===== src/rtl/dalu_pkg.sv =====
package dalu_pkg;

    localparam int OPC_W = 8;

    typedef enum logic [4:0] {
        OP_NONE,
        OP_ADD,
        OP_SUBC,
        OP_RSUB,
        OP_PAIR_FWD,
        OP_PAIR_REV,
        OP_CMP_LE,
        OP_CMP_LT,
        OP_CMP_EQ,
        OP_ABS_A,
        OP_ABS_B,
        OP_SEL_A,
        OP_SEL_B,
        OP_FLAG_INV,
        OP_FLAG_DIR,
        OP_ONES,
        OP_ZERO,
        OP_PASS_A,
        OP_PASS_B,
        OP_OR,
        OP_AND,
        OP_XOR
    } alu_op_e;

    typedef struct packed {
        alu_op_e op;
        logic    is_cmp;
    } alu_dec_t;

    // Pattern match with don't-care fields; every pattern is disjoint.
    function automatic alu_op_e match_opcode(input logic [OPC_W-1:0] c);
        alu_op_e r;
        r = OP_NONE;
        unique casez (c)
            8'b1111_????: r = OP_ADD;
            8'b1010_????: r = OP_SUBC;
            8'b0101_0000: r = OP_RSUB;
            8'b0011_00??: r = OP_PAIR_FWD;
            8'b0010_00??: r = OP_PAIR_REV;
            8'b0011_1100: r = OP_CMP_LE;
            8'b0011_1000: r = OP_CMP_LT;
            8'b0011_01??: r = OP_CMP_EQ;
            8'b0010_1011: r = OP_ABS_A;
            8'b0010_1010: r = OP_ABS_B;
            8'b0001_1111: r = OP_SEL_A;
            8'b0001_1110: r = OP_SEL_B;
            8'b0001_1011: r = OP_FLAG_INV;
            8'b0001_1010: r = OP_FLAG_DIR;
            8'b0001_110?: r = OP_ONES;
            8'b0001_100?: r = OP_ZERO;
            8'b0000_0000: r = OP_ZERO;
            8'b0001_01??: r = OP_PASS_A;
            8'b0001_00??: r = OP_PASS_B;
            8'b0000_11??: r = OP_OR;
            8'b0000_10??: r = OP_AND;
            8'b0000_01??: r = OP_XOR;
            default:      r = OP_NONE;
        endcase
        return r;
    endfunction

    function automatic logic op_is_compare(input alu_op_e op);
        return (op == OP_CMP_LE) || (op == OP_CMP_LT) || (op == OP_CMP_EQ);
    endfunction

endpackage


===== src/rtl/dalu_decode.sv =====
module dalu_decode
    import dalu_pkg::*;
(
    input  logic [OPC_W-1:0] opcode,
    output alu_dec_t         dec
);
    alu_op_e op_sel;

    always_comb begin
        op_sel     = match_opcode(opcode);
        dec.op     = op_sel;
        dec.is_cmp = op_is_compare(op_sel);
    end
endmodule


===== src/rtl/dalu_arith.sv =====
module dalu_arith #(
    parameter int W = 16
) (
    input  logic [W-1:0] a,
    input  logic [W-1:0] b,
    input  logic         cin,
    output logic [W-1:0] sum_ab,
    output logic [W-1:0] dif_ab,
    output logic [W-1:0] dif_ba,
    output logic [W-1:0] subc_ab,
    output logic [W-1:0] abs_a,
    output logic [W-1:0] abs_b,
    output logic         lt_ab,
    output logic         eq_ab
);
    localparam int XW = W + 1;

    logic [XW-1:0] dif_ext;

    always_comb begin
        sum_ab  = a + b;
        dif_ext = {a[W-1], a} - {b[W-1], b};
        dif_ab  = dif_ext[W-1:0];
        dif_ba  = b - a;
        subc_ab = dif_ext[W-1:0] + {{(W-1){1'b0}}, cin};
        abs_a   = a[W-1] ? (~a + 1'b1) : a;
        abs_b   = b[W-1] ? (~b + 1'b1) : b;
        lt_ab   = dif_ext[XW-1];
        eq_ab   = (a == b);
    end
endmodule


===== src/rtl/dalu_result_mux.sv =====
module dalu_result_mux
    import dalu_pkg::*;
#(
    parameter int W = 16
) (
    input  alu_dec_t     dec,
    input  logic [W-1:0] a,
    input  logic [W-1:0] b,
    input  logic [W-1:0] sum_ab,
    input  logic [W-1:0] dif_ab,
    input  logic [W-1:0] dif_ba,
    input  logic [W-1:0] subc_ab,
    input  logic [W-1:0] abs_a,
    input  logic [W-1:0] abs_b,
    input  logic         lt_ab,
    input  logic         eq_ab,
    input  logic         cond_q,
    output logic [W-1:0] pri_d,
    output logic [W-1:0] sec_d,
    output logic         cond_d,
    output logic         cond_we
);
    localparam logic [W-1:0] ONE_V  = {{(W-1){1'b0}}, 1'b1};
    localparam logic [W-1:0] ONES_V = {W{1'b1}};

    always_comb begin
        pri_d   = '0;
        sec_d   = '0;
        cond_d  = cond_q;
        cond_we = dec.is_cmp;
        unique case (dec.op)
            OP_ADD:      pri_d = sum_ab;
            OP_SUBC:     pri_d = subc_ab;
            OP_RSUB:     pri_d = dif_ba;
            OP_PAIR_FWD: begin
                pri_d = sum_ab;
                sec_d = dif_ab;
            end
            OP_PAIR_REV: begin
                pri_d = sum_ab;
                sec_d = dif_ba;
            end
            OP_CMP_LE:   cond_d = lt_ab | eq_ab;
            OP_CMP_LT:   cond_d = lt_ab;
            OP_CMP_EQ:   cond_d = eq_ab;
            OP_ABS_A:    pri_d = abs_a;
            OP_ABS_B:    pri_d = abs_b;
            OP_SEL_A:    pri_d = cond_q ? a : b;
            OP_SEL_B:    pri_d = cond_q ? b : a;
            OP_FLAG_INV: pri_d = cond_q ? '0 : ONE_V;
            OP_FLAG_DIR: pri_d = cond_q ? ONE_V : '0;
            OP_ONES:     pri_d = ONES_V;
            OP_ZERO:     pri_d = '0;
            OP_PASS_A:   pri_d = a;
            OP_PASS_B:   pri_d = b;
            OP_OR:       pri_d = a | b;
            OP_AND:      pri_d = a & b;
            OP_XOR:      pri_d = a ^ b;
            default:     pri_d = '0;
        endcase
    end
endmodule


===== src/rtl/dalu_out_reg.sv =====
module dalu_out_reg #(
    parameter int W = 16
) (
    input  logic         clk,
    input  logic         rst,
    input  logic [W-1:0] pri_d,
    input  logic [W-1:0] sec_d,
    input  logic         cond_d,
    input  logic         cond_we,
    output logic [W-1:0] pri_q,
    output logic [W-1:0] sec_q,
    output logic         cond_q
);
    always_ff @(posedge clk) begin
        if (rst) begin
            pri_q  <= '0;
            sec_q  <= '0;
            cond_q <= 1'b0;
        end else begin
            pri_q <= pri_d;
            sec_q <= sec_d;
            if (cond_we) begin
                cond_q <= cond_d;
            end
        end
    end
endmodule


===== src/rtl/dsp_dual_alu.sv =====
module dsp_dual_alu
    import dalu_pkg::*;
#(
    parameter int W = 16
) (
    input  logic         clk,
    input  logic         rst,
    input  logic [W-1:0] op_a,
    input  logic [W-1:0] op_b,
    input  logic         carry_in,
    input  logic [7:0]   opcode,
    output logic [W-1:0] res_pri,
    output logic [W-1:0] res_sec,
    output logic         cond_flag
);
    alu_dec_t     dec;
    logic [W-1:0] sum_ab, dif_ab, dif_ba, subc_ab, abs_a, abs_b;
    logic         lt_ab, eq_ab;
    logic [W-1:0] pri_d, sec_d;
    logic         cond_d, cond_we;

    dalu_decode u_dec (
        .opcode (opcode),
        .dec    (dec)
    );

    dalu_arith #(.W(W)) u_arith (
        .a       (op_a),
        .b       (op_b),
        .cin     (carry_in),
        .sum_ab  (sum_ab),
        .dif_ab  (dif_ab),
        .dif_ba  (dif_ba),
        .subc_ab (subc_ab),
        .abs_a   (abs_a),
        .abs_b   (abs_b),
        .lt_ab   (lt_ab),
        .eq_ab   (eq_ab)
    );

    dalu_result_mux #(.W(W)) u_mux (
        .dec     (dec),
        .a       (op_a),
        .b       (op_b),
        .sum_ab  (sum_ab),
        .dif_ab  (dif_ab),
        .dif_ba  (dif_ba),
        .subc_ab (subc_ab),
        .abs_a   (abs_a),
        .abs_b   (abs_b),
        .lt_ab   (lt_ab),
        .eq_ab   (eq_ab),
        .cond_q  (cond_flag),
        .pri_d   (pri_d),
        .sec_d   (sec_d),
        .cond_d  (cond_d),
        .cond_we (cond_we)
    );

    dalu_out_reg #(.W(W)) u_reg (
        .clk     (clk),
        .rst     (rst),
        .pri_d   (pri_d),
        .sec_d   (sec_d),
        .cond_d  (cond_d),
        .cond_we (cond_we),
        .pri_q   (res_pri),
        .sec_q   (res_sec),
        .cond_q  (cond_flag)
    );
endmodule


===== config.mk =====
export PLATFORM = sky130hd
export DESIGN_NAME = dsp_dual_alu
export DESIGN_NICKNAME = d
export VERILOG_FILES = /design/src/rtl/dalu_pkg.sv /design/src/rtl/dalu_decode.sv /design/src/rtl/dalu_arith.sv /design/src/rtl/dalu_result_mux.sv /design/src/rtl/dalu_out_reg.sv /design/src/rtl/dsp_dual_alu.sv
export SDC_FILE = /design/constraint.sdc
export NUM_CORES = 1
export LEC_CHECK = 0
export CORE_UTILIZATION = 50
export DETAILED_ROUTE_END_ITERATION = 12
export DONT_BUFFER_PORTS = 1
export PLACE_DENSITY = 0.68
export SYNTH_ARGS = -nofsm -noshare
export SYNTH_HDL_FRONTEND = slang
export SYNTH_SLANG_ARGS = --single-unit

===== constraint.sdc =====
create_clock -name clk -period 3.2 [get_ports clk]
set_clock_uncertainty 0.2 [all_clocks]
set_input_delay 0.32 -clock clk [delete_from_list [all_inputs] [get_ports clk]]
set_output_delay 0.32 -clock clk [all_outputs]
set_load 0.01 [all_outputs]

==> reports/metrics.cfg <==
[grt]
grt_max_degree=40
grt_pass1_vias=7546
grt_util_all_layers_pct=42.28
grt_pass1_wl_um=42100
antenna_found_initial=1
overflow=0

[setup_path]
crit_fanout=8
crit_top_cell=buf_4
endpoint_kind=register
startpoint_type=primary input
cp.arrival_ns=3.05
cp_slowest_cell=a2111oi_2
critPathRequiredTime_ns=3.17
setup.worst_path.class=in2reg
critical_path.top_delay_family=compound AO/OA/AOI/OAI gates
path_cells=inv_1 -> ha_1 -> buf_4 -> nor3_1 -> o31ai_1 -> a21oi_1 -> o21ai_0 -> a31oi_1 -> and3_1 -> a2111oi_2 -> buf_4 -> o32ai_1
crit_buf_inv=3
slowest_delay_ns=0.48

[timing]
min_period_over_period_pct=96.28
maxSlewViolCount=0
min_period_ns=3.081
fin_tns_setup_ns=0
setup_viol=0
worst_pin_slew_ns=1.065
hold_viol=0
rsz0062_at_grt=no
slew_headroom_pct=28.79
max_freq_ghz=0.3246

[power_and_ir_drop]
cell_internal_pwr_mw=1.177
power_mw=2.025
power.share.clock_pct=24.6
p_per_area_mw_per_mm2=273.9
combPwrFrac_pct=53.8
irDropWorstVdd_uv=188.7
power_leakage_nw=3.082
p_switching_uw=848.2
switching_share_pct=41.88
power_frac_seq_pct=21.5

[layout]
drive_above_1_share_pct=15.96
fillers=1174
diodes=0
area_delta_synth_final_pct=17.21
final_cell_area_mm2=0.007396
post-route-util_pct=60.81
nNetsFinal=1083

[clocking]
clk_pin_slew_worst_paths_ns=0.06
cts.sinks=33
cts_tree=built
cts_buffers=5
root_buffer=clkbuf_16
cts_htree_levels=2
insertion_delay_ns=0.29
clk_path_buf_depth=2

[routing]
drt_wl_total_um=27100
drtPass1Iterations=6
drtAntennaViolNets=0
drtIter0Drc=991
route.detailed.drc=0
post_drt_wl_per_cell_um=23.79
dr_total_vias=7885
via_per_inst=6.923

[floorplanning]
io_pins=76
die_x_um=114.3
die_h_um=114.3
die_area_mm2=0.01307
floorplan.initialDensity_pct=51.88
core_area_mm2=0.01216
rows=40

[yosys]
synth.avg_cell_area_um2=6.995
synthesis.nets=1015
ys_warn_count=0
synth_cells=902
seq_area_frac_synth_pct=10.47
async_flop_share_pct=0
ys_ff_latch=33
ys.flop_type=dfxtp_1
synth-edff-count=0
ys_types=80
syn_area_mm2=0.006310

[placement]
gp_congestion=1.013
hpwlAfterDp_um=20510
dpl_cell_area_mm2=0.007182
portBuffers=0

[outcome]
status=finished clean

[hold_path]
hold_path_class=in2reg

[flow_run]
drv_cap=0

==> cells in the mapped netlist, drive strengths merged, types with 5 or more instances <==
cell type / count / area, um2
a2111oi: 10 / 125.1
a211o: 5 / 43.79
a211oi: 16 / 140.1
a21o: 11 / 82.58
a21oi: 67 / 335.3
a221o: 9 / 90.09
a221oi: 14 / 128.9
a22oi: 22 / 165.2
a31oi: 20 / 125.1
and2: 7 / 43.79
and3: 6 / 37.54
buf: 10 / 46.30
clkbuf: 48 / 180.2
dfxtp: 33 / 660.6
ha: 67 / 838.3
inv: 66 / 247.7
mux2i: 18 / 180.2
nand2: 57 / 214.0
nand2b: 11 / 78.82
nand3: 31 / 155.2
nand4: 20 / 125.1
nor2: 79 / 296.5
nor2b: 13 / 81.33
nor3: 42 / 210.2
nor4: 14 / 100.1
o211ai: 5 / 37.54
o21ai: 60 / 300.3
o21bai: 8 / 60.06
o221ai: 6 / 52.55
o22ai: 16 / 106.4
o31ai: 9 / 67.56
or3: 10 / 67.56
xnor2: 25 / 234.0
xor2: 7 / 61.31
==> layout make-up <==
| class | instances | area (um2) | share of cell area [%] |
|---|---|---|---|
| multi-input combinational | 745 | 5221 | 70.60 |
| timing repair buffer | 119 | 913.4 | 12.35 |
| sequential | 33 | 660.6 | 8.933 |
| inverter | 66 | 247.7 | 3.350 |
| tap | 168 | 210.2 | 2.842 |
| clock buffer | 5 | 125.1 | 1.692 |
| clock inverter | 3 | 17.52 | 0.2368 |
==> stage by stage <==
step	hold WS, ns	setup slack (ns)	std cells
finish	0.01710	0.1189	1139
global route	0.02718	0.006276	1139
CTS	0.02152	0.09047	1139
detailed placement	0.1958	-0.3427	1128
global placement	0.1942	-0.3754	1128
floorplan	0.2906	0.01975	902
==> power groups by stage <==
stage	clock network (mW)	registers [mW]	logic (mW)
after floorplan	0	0.444	0.686
after global placement	0	0.446	1.01
after detailed placement	0	0.446	1.03
after CTS	0.499	0.437	1.04
after global routing	0.516	0.438	1.17
final	0.499	0.436	1.09
==> placed cells by master, fill, tap and decap left out, drive strengths merged, types with 7 or more instances in the layout <==
cell type  netlist  layout
a22oi           22      22
nand2b          11      11
a21oi           67      67
xor2             7       7
nand4           20      20
inv             66      66
a221o            9       9
dfxtp           33      33
a21o            11      11
a211oi          16      16
and2             7       7
o21ai           60      60
or3             10      10
nor2            79      79
nand2           57      57
nor4            14      14
a2111oi         10      10
xnor2           25      25
o22ai           16      16
o21bai           8       8
ha              67      67
nor3            42      42
nor2b           13      13
o31ai            9       9
nand3           31      31
a31oi           20      20
a221oi          14      14
mux2i           18      18
buf             10     116
==> worst register-to-register path: stages (launching register included) <==
cell	delay, ns
dfxtp_1	0.32
buf_4	0.20
a31oi_1	0.19
o22ai_1	0.29
buf_4	0.27
o21ai_0	0.16
o2111ai_1	0.11
a211oi_1	0.45
a31oi_1	0.15
==> layer usage <==
metal / up-vias / share of wire (%) / track usage, %
li1: 3516 / - / -
met1: 3672 / 41 / 56.02
met2: 594 / 42 / 63.96
met3: 101 / 12 / 9.317
met4: 2 / 4.9 / 21.99
met5: - / 0.048 / 0
==> cells by family after synthesis <==
family	Yosys count	share of synthesized area, %
compound gates	319	35.87
simple gates	306	24.37
buf+inv	124	7.515
fa+ha+maj	70	14.24
flops	33	10.47
xor+xnor	32	4.680
mux	18	2.855
==> worst paths after layout <==
check / from / endpoint / slack, ns / cells after the start
worst max-delay path: op_b[2] / u_reg.pri_q[13] / 0.12 / 12
worst min-delay path: op_b[0] / u_reg.pri_q[0] / 0.02 / 2
worst max register to register: u_reg.cond_q / u_reg.pri_q[7] / 0.72 / 8
worst min register to register: u_reg.cond_q / u_reg.cond_q / 0.52 / 3
==> registers in the layout, indices dropped and copies added (netlist names) <==
name,count
u_reg.pri_q,16
u_reg.sec_q,16
u_reg.cond_q,1
==> timing repair <==
action | in CTS | in global routing
buffers inserted | 0 | 0
hold buffers | 3 | 0
endpoints found under the setup margin | 1 | 4
resized for setup | 1 | 5
endpoints found under the hold margin | 18 | 0
(Power assumes the default switching activity.)
